<file path="config.mk">
export PLATFORM = sky130hd
export DESIGN_NAME = ttp_core
export DESIGN_NICKNAME = d
export VERILOG_FILES = /design/src/rtl/ttp_pkg.sv /design/src/rtl/ttp_decode.sv /design/src/rtl/ttp_acc.sv /design/src/rtl/ttp_mul.sv /design/src/rtl/ttp_dmem.sv /design/src/rtl/ttp_core.sv
export SDC_FILE = /design/constraint.sdc
export NUM_CORES = 2
export LEC_CHECK = 0
export ABC_CLOCK_PERIOD_IN_PS = 4830
export CELL_PAD_IN_SITES_DETAIL_PLACEMENT = 0
export CELL_PAD_IN_SITES_GLOBAL_PLACEMENT = 2
export CORE_ASPECT_RATIO = 1.25
export CORE_MARGIN = 2
export CORE_UTILIZATION = 35
export CTS_CLUSTER_DIAMETER = 40
export DETAILED_ROUTE_END_ITERATION = 12
export HOLD_SLACK_MARGIN = 0.05
export PLACE_DENSITY = 0.74
export SETUP_SLACK_MARGIN = 0.4
export SLEW_MARGIN = 20
export SYNTH_ARGS = -nofsm -noshare
export SYNTH_HDL_FRONTEND = slang
export SYNTH_SLANG_ARGS = --single-unit
</file>
<file path="constraint.sdc">
create_clock -name clk -period 4.83 [get_ports clk]
set_input_delay 0.966 -clock clk [delete_from_list [all_inputs] [get_ports clk]]
set_output_delay 0.966 -clock clk [all_outputs]
set_load 0.05 [all_outputs]
</file>
<file path="src/rtl/ttp_pkg.sv">
package ttp_pkg;

  typedef enum logic [2:0] {
    PK_RAM,
    PK_PC,
    PK_ACC_IN,
    PK_ACC_SUM,
    PK_MUL_IN,
    PK_MUL_OUT
  } port_kind_e;

  typedef enum logic {
    PH_FETCH,
    PH_STORE
  } phase_e;

  // port offsets inside one unit bank
  localparam int OFF_ACC_IN  = 0;
  localparam int OFF_ACC_SUM = 4;
  localparam int OFF_MUL_IN  = 8;
  localparam int OFF_MUL_OUT = 12;

endpackage

</file>
<file path="src/rtl/ttp_decode.sv">
module ttp_decode
  import ttp_pkg::*;
#(
  parameter int AW         = 16,
  parameter int STRIDE_LOG = 8,
  parameter int N_COPY     = 4,
  parameter int PC_ADDR    = 16,
  localparam int CP_W      = (N_COPY > 1) ? $clog2(N_COPY) : 1
) (
  input  logic [AW-1:0]   addr,
  output port_kind_e      kind,
  output logic [CP_W-1:0] copy
);

  localparam int HI_LSB = STRIDE_LOG + CP_W;

  logic [STRIDE_LOG-1:0] off;
  logic                  hi_zero;

  assign off     = addr[STRIDE_LOG-1:0];
  assign copy    = addr[STRIDE_LOG +: CP_W];
  assign hi_zero = (addr >> HI_LSB) == '0;

  always_comb begin
    kind = PK_RAM;
    if (addr == AW'(PC_ADDR)) begin
      kind = PK_PC;
    end else if (hi_zero && (int'(copy) < N_COPY)) begin
      case (off)
        STRIDE_LOG'(OFF_ACC_IN):  kind = PK_ACC_IN;
        STRIDE_LOG'(OFF_ACC_SUM): kind = PK_ACC_SUM;
        STRIDE_LOG'(OFF_MUL_IN):  kind = PK_MUL_IN;
        STRIDE_LOG'(OFF_MUL_OUT): kind = PK_MUL_OUT;
        default:                  kind = PK_RAM;
      endcase
    end
  end

endmodule

</file>
<file path="src/rtl/ttp_acc.sv">
module ttp_acc #(
  parameter int DW = 16
) (
  input  logic          clk,
  input  logic          rst_n,
  input  logic          wr_add,
  input  logic          wr_load,
  input  logic [DW-1:0] wdata,
  output logic [DW-1:0] sum
);

  function automatic logic [DW-1:0] acc_sum_f(input logic [DW-1:0] a, input logic [DW-1:0] b);
    return a + b;
  endfunction

  logic [DW-1:0] sum_q;

  always_ff @(posedge clk or negedge rst_n) begin
    if (!rst_n)       sum_q <= '0;
    else if (wr_load) sum_q <= wdata;
    else if (wr_add)  sum_q <= acc_sum_f(sum_q, wdata);
  end

  assign sum = sum_q;


  acc_add_chk: assert property (@(posedge clk) disable iff (!rst_n)
    (wr_add && !wr_load) |=> sum_q == DW'($past(sum_q) + $past(wdata)));


  acc_load_chk: assert property (@(posedge clk) disable iff (!rst_n)
    wr_load |=> sum_q == $past(wdata));

endmodule

</file>
<file path="src/rtl/ttp_mul.sv">
module ttp_mul #(
  parameter int DW  = 16,
  parameter int LAT = 3
) (
  input  logic          clk,
  input  logic          rst_n,
  input  logic          wr_in,
  input  logic [DW-1:0] wdata,
  output logic [DW-1:0] prod
);

  localparam int CW = $clog2(LAT + 1);

  function automatic logic [DW-1:0] mul_lo_f(input logic [DW-1:0] a, input logic [DW-1:0] b);
    logic [2*DW-1:0] full;
    full = a * b;
    return full[DW-1:0];
  endfunction

  logic          have_a_q;
  logic [DW-1:0] opa_q, pend_a_q, pend_b_q, prod_q;
  logic [CW-1:0] cnt_q;
  logic          wr_second, fire, busy;

  assign wr_second = wr_in && have_a_q;
  assign fire      = cnt_q == CW'(1);
  assign busy      = cnt_q != '0;

  always_ff @(posedge clk or negedge rst_n) begin
    if (!rst_n) begin
      have_a_q <= 1'b0;
      opa_q    <= '0;
      pend_a_q <= '0;
      pend_b_q <= '0;
      prod_q   <= '0;
      cnt_q    <= '0;
    end else begin
      if (wr_in) begin
        have_a_q <= !have_a_q;
        if (!have_a_q) opa_q <= wdata;
      end
      if (wr_second) begin
        pend_a_q <= opa_q;
        pend_b_q <= wdata;
        cnt_q    <= CW'(LAT);
      end else if (busy) begin
        cnt_q <= cnt_q - CW'(1);
      end
      if (fire) prod_q <= mul_lo_f(pend_a_q, pend_b_q);
    end
  end

  assign prod = prod_q;


  mul_hold_chk: assert property (@(posedge clk) disable iff (!rst_n)
    !fire |=> $stable(prod_q));


  mul_spacing_chk: assert property (@(posedge clk) disable iff (!rst_n)
    wr_second |-> !busy);

endmodule

</file>
<file path="src/rtl/ttp_dmem.sv">
module ttp_dmem #(
  parameter int DW     = 16,
  parameter int RAM_AW = 6
) (
  input  logic              clk,
  input  logic              we,
  input  logic [RAM_AW-1:0] waddr,
  input  logic [DW-1:0]     wdata,
  input  logic [RAM_AW-1:0] raddr,
  output logic [DW-1:0]     rdata
);

  localparam int DEPTH = 1 << RAM_AW;

  logic [DW-1:0] mem [DEPTH];

  always_ff @(posedge clk) begin
    if (we) mem[waddr] <= wdata;
  end

  assign rdata = mem[raddr];

endmodule

</file>
<file path="src/rtl/ttp_core.sv">
module ttp_core
  import ttp_pkg::*;
#(
  parameter int DW         = 16,
  parameter int AW         = 16,
  parameter int RAM_AW     = 6,
  parameter int N_COPY     = 4,
  parameter int STRIDE_LOG = 8,
  parameter int MUL_LAT    = 3,
  parameter int PC_ADDR    = 16,
  localparam int IW        = 2 * AW
) (
  input  logic          clk,
  input  logic          rst_n,
  output logic [AW-1:0] imem_addr,
  input  logic [IW-1:0] imem_data,
  output logic          st_valid,
  output logic [AW-1:0] st_addr,
  output logic [DW-1:0] st_data
);

  localparam int CP_W = (N_COPY > 1) ? $clog2(N_COPY) : 1;

  phase_e        phase_q;
  logic [AW-1:0] pc_q, dst_q;
  logic [DW-1:0] mdr_q;

  logic [AW-1:0] src_a, dst_a;
  assign src_a = imem_data[IW-1:AW];
  assign dst_a = imem_data[AW-1:0];

  port_kind_e      skind, dkind;
  logic [CP_W-1:0] scopy, dcopy;

  ttp_decode #(.AW(AW), .STRIDE_LOG(STRIDE_LOG), .N_COPY(N_COPY), .PC_ADDR(PC_ADDR))
    u_src_dec (.addr(src_a), .kind(skind), .copy(scopy));

  ttp_decode #(.AW(AW), .STRIDE_LOG(STRIDE_LOG), .N_COPY(N_COPY), .PC_ADDR(PC_ADDR))
    u_dst_dec (.addr(dst_q), .kind(dkind), .copy(dcopy));

  // named store-side events
  logic in_store, wr_pc, wr_ram;
  assign in_store = phase_q == PH_STORE;
  assign wr_pc    = in_store && dkind == PK_PC;
  assign wr_ram   = in_store && dkind == PK_RAM;

  logic [N_COPY-1:0][DW-1:0] acc_sum, mul_prod;

  for (genvar g = 0; g < N_COPY; g++) begin : g_unit
    logic hit;
    assign hit = in_store && dcopy == CP_W'(g);

    ttp_acc #(.DW(DW)) u_acc (
      .clk(clk), .rst_n(rst_n),
      .wr_add (hit && dkind == PK_ACC_IN),
      .wr_load(hit && dkind == PK_ACC_SUM),
      .wdata(mdr_q), .sum(acc_sum[g]));

    ttp_mul #(.DW(DW), .LAT(MUL_LAT)) u_mul (
      .clk(clk), .rst_n(rst_n),
      .wr_in(hit && dkind == PK_MUL_IN),
      .wdata(mdr_q), .prod(mul_prod[g]));
  end

  logic [DW-1:0] ram_rdata;

  ttp_dmem #(.DW(DW), .RAM_AW(RAM_AW)) u_dmem (
    .clk(clk), .we(wr_ram),
    .waddr(dst_q[RAM_AW-1:0]), .wdata(mdr_q),
    .raddr(src_a[RAM_AW-1:0]), .rdata(ram_rdata));

  logic [DW-1:0] rd_word;

  always_comb begin
    case (skind)
      PK_PC:      rd_word = DW'(pc_q);
      PK_ACC_SUM: rd_word = acc_sum[scopy];
      PK_MUL_OUT: rd_word = mul_prod[scopy];
      PK_RAM:     rd_word = ram_rdata;
      default:    rd_word = '0;
    endcase
  end

  always_ff @(posedge clk or negedge rst_n) begin
    if (!rst_n) begin
      phase_q <= PH_FETCH;
      pc_q    <= '0;
      dst_q   <= '0;
      mdr_q   <= '0;
    end else if (phase_q == PH_FETCH) begin
      mdr_q   <= rd_word;
      dst_q   <= dst_a;
      phase_q <= PH_STORE;
    end else begin
      pc_q    <= wr_pc ? AW'(mdr_q) : pc_q + AW'(1);
      phase_q <= PH_FETCH;
    end
  end

  assign imem_addr = pc_q;
  assign st_valid  = in_store;
  assign st_addr   = dst_q;
  assign st_data   = mdr_q;


  phase_fall_chk: assert property (@(posedge clk) disable iff (!rst_n)
    st_valid |=> !st_valid);


  phase_rise_chk: assert property (@(posedge clk) disable iff (!rst_n)
    !st_valid |=> st_valid);


  pc_hold_chk: assert property (@(posedge clk) disable iff (!rst_n)
    !st_valid |=> $stable(imem_addr));


  pc_step_chk: assert property (@(posedge clk) disable iff (!rst_n)
    (st_valid && !wr_pc) |=> imem_addr == AW'($past(imem_addr) + AW'(1)));


  pc_jump_chk: assert property (@(posedge clk) disable iff (!rst_n)
    wr_pc |=> imem_addr == AW'($past(st_data)));

endmodule

</file>
Word-level counts from Yosys, hierarchy flattened --
Memories as Yosys holds them, arrays and structs flattened. Cells that the tools add are included.
Storage, ports and cells: register bits 381, bits in writable memories 1024, bits of input ports 34, word-level logic and storage cells 153, memories kept 1
Cells by class: add/sub/neg operators 9, $mul 4, $lt $le $gt $ge 1, eq/ne operators 22, muxes and demuxes 31, bitwise operators 4, reduce and logical (&&, ||, !) cells 49
Memory list:
- u_dmem.mem | depth 64, bits a word 16, rd ports 1, clocked after memory_dff 0, write ports 1, RTL line ttp_dmem.sv:15 | logic [DW-1:0] mem [DEPTH];
Operators by type and width (number):
- $mux W16 | 11
- $add A16 B16 Y16 | 4
- $bmux W16 S2 | 2
- $mul A16 B16 Y16 | 4
- $pmux W16 S4 | 1
- $eq A16 B5 Y1 const B | 2
- $eq A8 B4 Y1 const B | 4
- $logic_not A16 Y1 | 2
- $pmux W3 S4 | 2
- $reduce_bool A2 Y1 | 12
- $logic_and A1 B1 Y1 | 22
- $add A16 B1 Y16 const B | 1
- $eq A8 B3 Y1 const B | 2
- $logic_not A8 Y1 | 2
- $mux W2 | 8
- $mux W3 | 4
- $eq A2 B1 Y1 const B | 5
- $eq A3 B2 Y1 const B | 3
- $reduce_and A2 Y1 | 4
- $sub A2 B1 Y2 const B | 4
- $eq A3 B1 Y1 const B | 2
- $eq A3 B3 Y1 const B | 2
- $logic_not A3 Y1 | 2
- $eq A2 B2 Y1 const B | 2
- 5 further kinds | 13

Depth between registers and ports, before layout --
depth in word-level cells 8, gate-level depth with buffers 21, depth with buffers taken out 20

Modules after synthesis --
A second synthesis with hierarchy kept.
Second synthesis, totals: cell total of the unflattened synthesis 5404, area, all modules 75473.6 sq um
Modules (own cells, without submodules):
- ttp_dmem | instances 1, cells an instance 1813, area each 39721.8 sq um
- ttp_mul (g_unit[1].u_mul) | instances 1, cells an instance 616, area each 6446.2 sq um
- ttp_mul (g_unit[0].u_mul) | instances 1, cells an instance 621, area each 6444.9 sq um
- ttp_mul (g_unit[2].u_mul) | instances 1, cells an instance 621, area each 6429.9 sq um
- ttp_mul (g_unit[3].u_mul) | instances 1, cells an instance 621, area each 6427.4 sq um
- ttp_acc | instances 4, cells an instance 176, area each 1549.0 sq um
- ttp_core | instances 1, cells an instance 384, area each 3624.7 sq um
- ttp_decode | instances 2, cells an instance 12, area each 91.3 sq um

Worst setup path after synthesis --
Ideal clock, no wire load.
path kind register -> register, from register g_unit[0].u_mul.pend_b_q[1], to register g_unit[0].u_mul.prod_q[12], arrival time 5.076 ns, path slack -0.371 ns, cell stages (with the launch flop) 21, buffers on the path 1, clock period less this slack 5.201 ns, path through dfrtp_1 > clkbuf_1 > nand2_1 > fa_1 > fa_1 > inv_1 > fa_1 > inv_1 > fa_1 > inv_1 > fa_1 > inv_1 > fa_1 > inv_1 > ha_1 > nand3_1 > nand2_1 > a41oi_1 > nor2b_1 > xnor2_1 > mux2_2
Between the ends: word-level cells in the longest chain between the ends 1
Ends and longest elaborated chain:
- start, declared | RTL line ttp_mul.sv:21 | logic [DW-1:0] opa_q, pend_a_q, pend_b_q, prod_q;
- start signal, assigned | RTL line ttp_mul.sv:44 | pend_b_q <= wdata;
- $mul A16 B16 Y16 | RTL line ttp_mul.sv:16 | full = a * b;
- end signal, assigned | RTL line ttp_mul.sv:49 | if (fire) prod_q <= mul_lo_f(pend_a_q, pend_b_q);
- end, declared | RTL line ttp_mul.sv:21
No other way between the ends. A chain may end at the register's enable or synchronous reset.

Worst setup path after layout --
from register g_unit[3].u_mul.pend_b_q[4], to register g_unit[3].u_mul.prod_q[15]
Between the ends: word-level cells in the longest chain between the ends 1
Ends and longest elaborated chain (RTL line):
- start, declared | ttp_mul.sv:21
- start signal, assigned | ttp_mul.sv:44
- $mul A16 B16 Y16 | ttp_mul.sv:16
- end signal, assigned | ttp_mul.sv:49
- end, declared | ttp_mul.sv:21
No other way between the ends.

==> flow_summary.ini <==
[layout]
syn_to_final_growth_pct = 22.2
fin_nets = 6238
n_fill_cell = 18700
drive_gt1_share_pct = 31.3

[timing]
fin_crit_sh_pct = 108
drv_slew = 0
fin_crit_ns = 5.21
finalHoldViolations = 0
relSlewSlack_pct = 30.9
fin_skew_ns = 0.0567
rsz0062_at_grt = true
clock.fmax_mhz = 192
setup_ws_ns = -0.380
tns_ns = -5.08
tightest_slew_ns = 1.04
setup_viol = 23

[critical_path]
cp-end-kind = flop
cp_max_fo = 6
crit_type = reg -> reg
crit_arrival_ns = 5.89
regToRegSetupSlack_ns = -0.38
cp.required_ns = 5.51
critPathLaunchType = flop

[route]
postRouteAntennaNets = 0
wire_per_inst_um = 23.8
drt_wl_total_mm = 203
vias = 43200
viasPerCell = 5.05
drt_iter0_markers = 2939
drcViolationCount = 0
drtPass1Iterations = 5

[synthesis]
synth_top_area_share_pct = 41.7
synth_area_leaders = edfxtp_1, dfrtp_1, mux4_2
yosysWarnings = 0
syn_nets = 5677
syn_avg_cell_area_sq_um = 14.6
ys_types = 62
ys_dominant_reg_cell = edfxtp_1
synth_top_area_cell = edfxtp_1
synth_edf_count = 1024
yosysSeqAreaShare_pct = 54.7
syn_area_sq_um = 73700
async_reset_ff_share_pct = 27.1
synthCells = 5054
yosys_register_bits = 1405

[floorplanning]
die_h_um = 517
ios = 83
die_area_sq_um = 214000
die_w_um = 414
core_area_sq_um = 210000
start_util_pct = 35.2
rows = 188

[placed_design]
portBuffers = 82
place_ws_ns = -0.507
globalplace.congestion = 0.861
dp_hpwl_mm = 143

[clock_network]
clkTransAtPathRegs_ns = 0.05
tritoncts = yes
numClockSinks = 1405
htree_levels = 4
numCtsBuffers = 205
insertion_delay_ns = 0.84
ctsHoldBuffers = 0
clk_path_buf_depth = 3
clock-root-buffer = clkbuf_16

[grt]
grt.total_usage_pct = 19.0
grt_max_degree = 86
grt_pass1_wl_mm = 302
gr-total-overflow = 0
antenna_found_initial = 20
grt_pass1_vias = 46200

[pwr]
p_leak_nw = 33.8
max-vdd-ir-drop_mv = 0.356
power.density_nw_per_um2 = 325

[run]
max-cap-violations = 0

[outcome]
violations = setup timing
status = finished with violations

[worst_hold_path]
hp-class = in -> async
cells by family (layout without fill, tap and decap cells):
logic type      Yosys count  count (layout)  synth area share [%]
simple gates           1076            1076                  7.03
xor+xnor                209             209                  2.48
other cells               0               2                     0
flops                  1405            1405                  54.7
fa+ha+maj               589             589                  13.3
compound gates          413             413                  3.46
buf+inv                 735            1471                  3.89
mux                     627             627                  15.2
timing repair:
item | in CTS | in global routing
gates resized for setup | 195 | 108
hold endpoints to repair | 0 | 0
cloned | 2 | 0
endpoints found under the setup margin | 34 | 36
pin swaps | 110 | 64
setup buffers | 42 | 16
power by group:
part / leakage [nW] / total, mW / switching [mW] / internal (mW)
Combinational: 17.5 / 1.08 / 0.724 / 0.351
Clock: 3.41 / 15.1 / 5.90 / 9.20
Sequential: 12.9 / 13.1 / 0.0825 / 13.0
cell type report:
| type | instances | area, sq um | share of cell area, % |
|---|---|---|---|
| diodes | 2 | 5.00 | 0.00555 |
| repair buffers | 600 | 5360 | 5.94 |
| clock buffers | 239 | 5380 | 5.97 |
| clock inverters | 143 | 1720 | 1.90 |
| inverters | 489 | 1840 | 2.04 |
| flip-flops and latches | 1405 | 40400 | 44.8 |
| multi-input cells | 2914 | 32000 | 35.5 |
| well taps | 2755 | 3450 | 3.83 |
sequential cells by signal, indices dropped and copies added, names as in the netlist:
signal and count:
u_dmem.mem 1024, g_unit.u_acc.sum 64, g_unit.u_mul.opa_q 64, g_unit.u_mul.pend_a_q 64, g_unit.u_mul.pend_b_q 64, g_unit.u_mul.prod 64, imem_addr 16, st_addr 16
st_data 16, g_unit.u_mul.cnt_q 8, g_unit.u_mul.have_a_q 4, st_valid 1
per-layer routing:
layer | GRT usage, % | vias up | share of wire [%]
met4 | 7.88 | 2 | 4.1
li1 | - | 19300 | -
met2 | 34.3 | 966 | 52
met5 | 0 | - | 0.0064
met1 | 22.9 | 22600 | 40
met3 | 2.53 | 320 | 4.2
metrics by stage:
stage	cells	util [%]	area, sq um	hold WS [ns]	power (mW)
global route	8546	43.0	90100	0.221	30.2
CTS	8529	42.7	89500	0.108	29.6
global placement	8103	38.8	81400	0.465	14.4
finish	8547	43.0	90100	0.176	29.3
floorplan	5054	-	74600	0.450	13.9
detailed placement	8103	38.8	81400	0.471	14.4
synthesized netlist by cell type, types with 144 or more instances:
master and number:
mux4_2 368, fa_1 324, edfxtp_1 1024, inv_1 489, dfrtp_1 381, nor2_1 144
mux2_2 246, nand2_1 446, ha_1 265, xnor2_1 156, and2_1 271, clkbuf_1 183
critical path: stages, from the launching register on:
cell and delay, ns:
dfrtp_2 0.45, buf_12 0.15, buf_6 0.11, and2_4 0.13
fa_1 0.48, fa_1 0.50, ha_2 0.21, fa_1 0.49
inv_2 0.04, fa_1 0.50, fa_1 0.54, inv_2 0.05
ha_4 0.21, or2_4 0.23, a21oi_2 0.14, a21oi_2 0.07
a41oi_2 0.17, a21oi_1 0.10, buf_4 0.14, xnor2_1 0.11
mux2_4 0.26
placed cells by master, fill, tap and decap left out, types with 25 or more instances in the layout:
| cell | n |
|---|---|
| dfrtp_1 | 333 |
| and2_1 | 232 |
| nor3_1 | 42 |
| clkdlybuf4s50_1 | 74 |
| ha_1 | 223 |
| and2_4 | 39 |
| buf_12 | 32 |
| inv_2 | 45 |
| nand2_1 | 419 |
| inv_1 | 443 |
| buf_4 | 424 |
| mux2_2 | 225 |
| a21oi_2 | 25 |
| ha_4 | 33 |
| nor2_1 | 144 |
| xor2_1 | 52 |
| a21oi_1 | 106 |
| nand3_1 | 37 |
| a21o_1 | 32 |
| clkbuf_16 | 207 |
| xnor2_1 | 137 |
| fa_1 | 303 |
| buf_6 | 62 |
| dfrtp_2 | 34 |
| mux4_2 | 368 |
| edfxtp_1 | 1024 |
| o21ai_0 | 86 |
final timing paths:
check	startpoint	end	depth (start not counted)
setup / recovery	g_unit[3].u_mul.pend_b_q[4]	g_unit[3].u_mul.prod[15]	20
hold / removal	rst_n	g_unit[1].u_mul.pend_a_q[1]	1
setup reg to reg	g_unit[3].u_mul.pend_b_q[4]	g_unit[3].u_mul.prod[15]	20
hold reg to reg	g_unit[2].u_mul.opa_q[9]	g_unit[2].u_mul.opa_q[9]	1
max in group asynchronous	rst_n	g_unit[2].u_acc.sum[6]	2
min in group clk	g_unit[2].u_mul.opa_q[9]	g_unit[2].u_mul.opa_q[9]	1
Note: power is estimated with default switching activity, not from simulation.
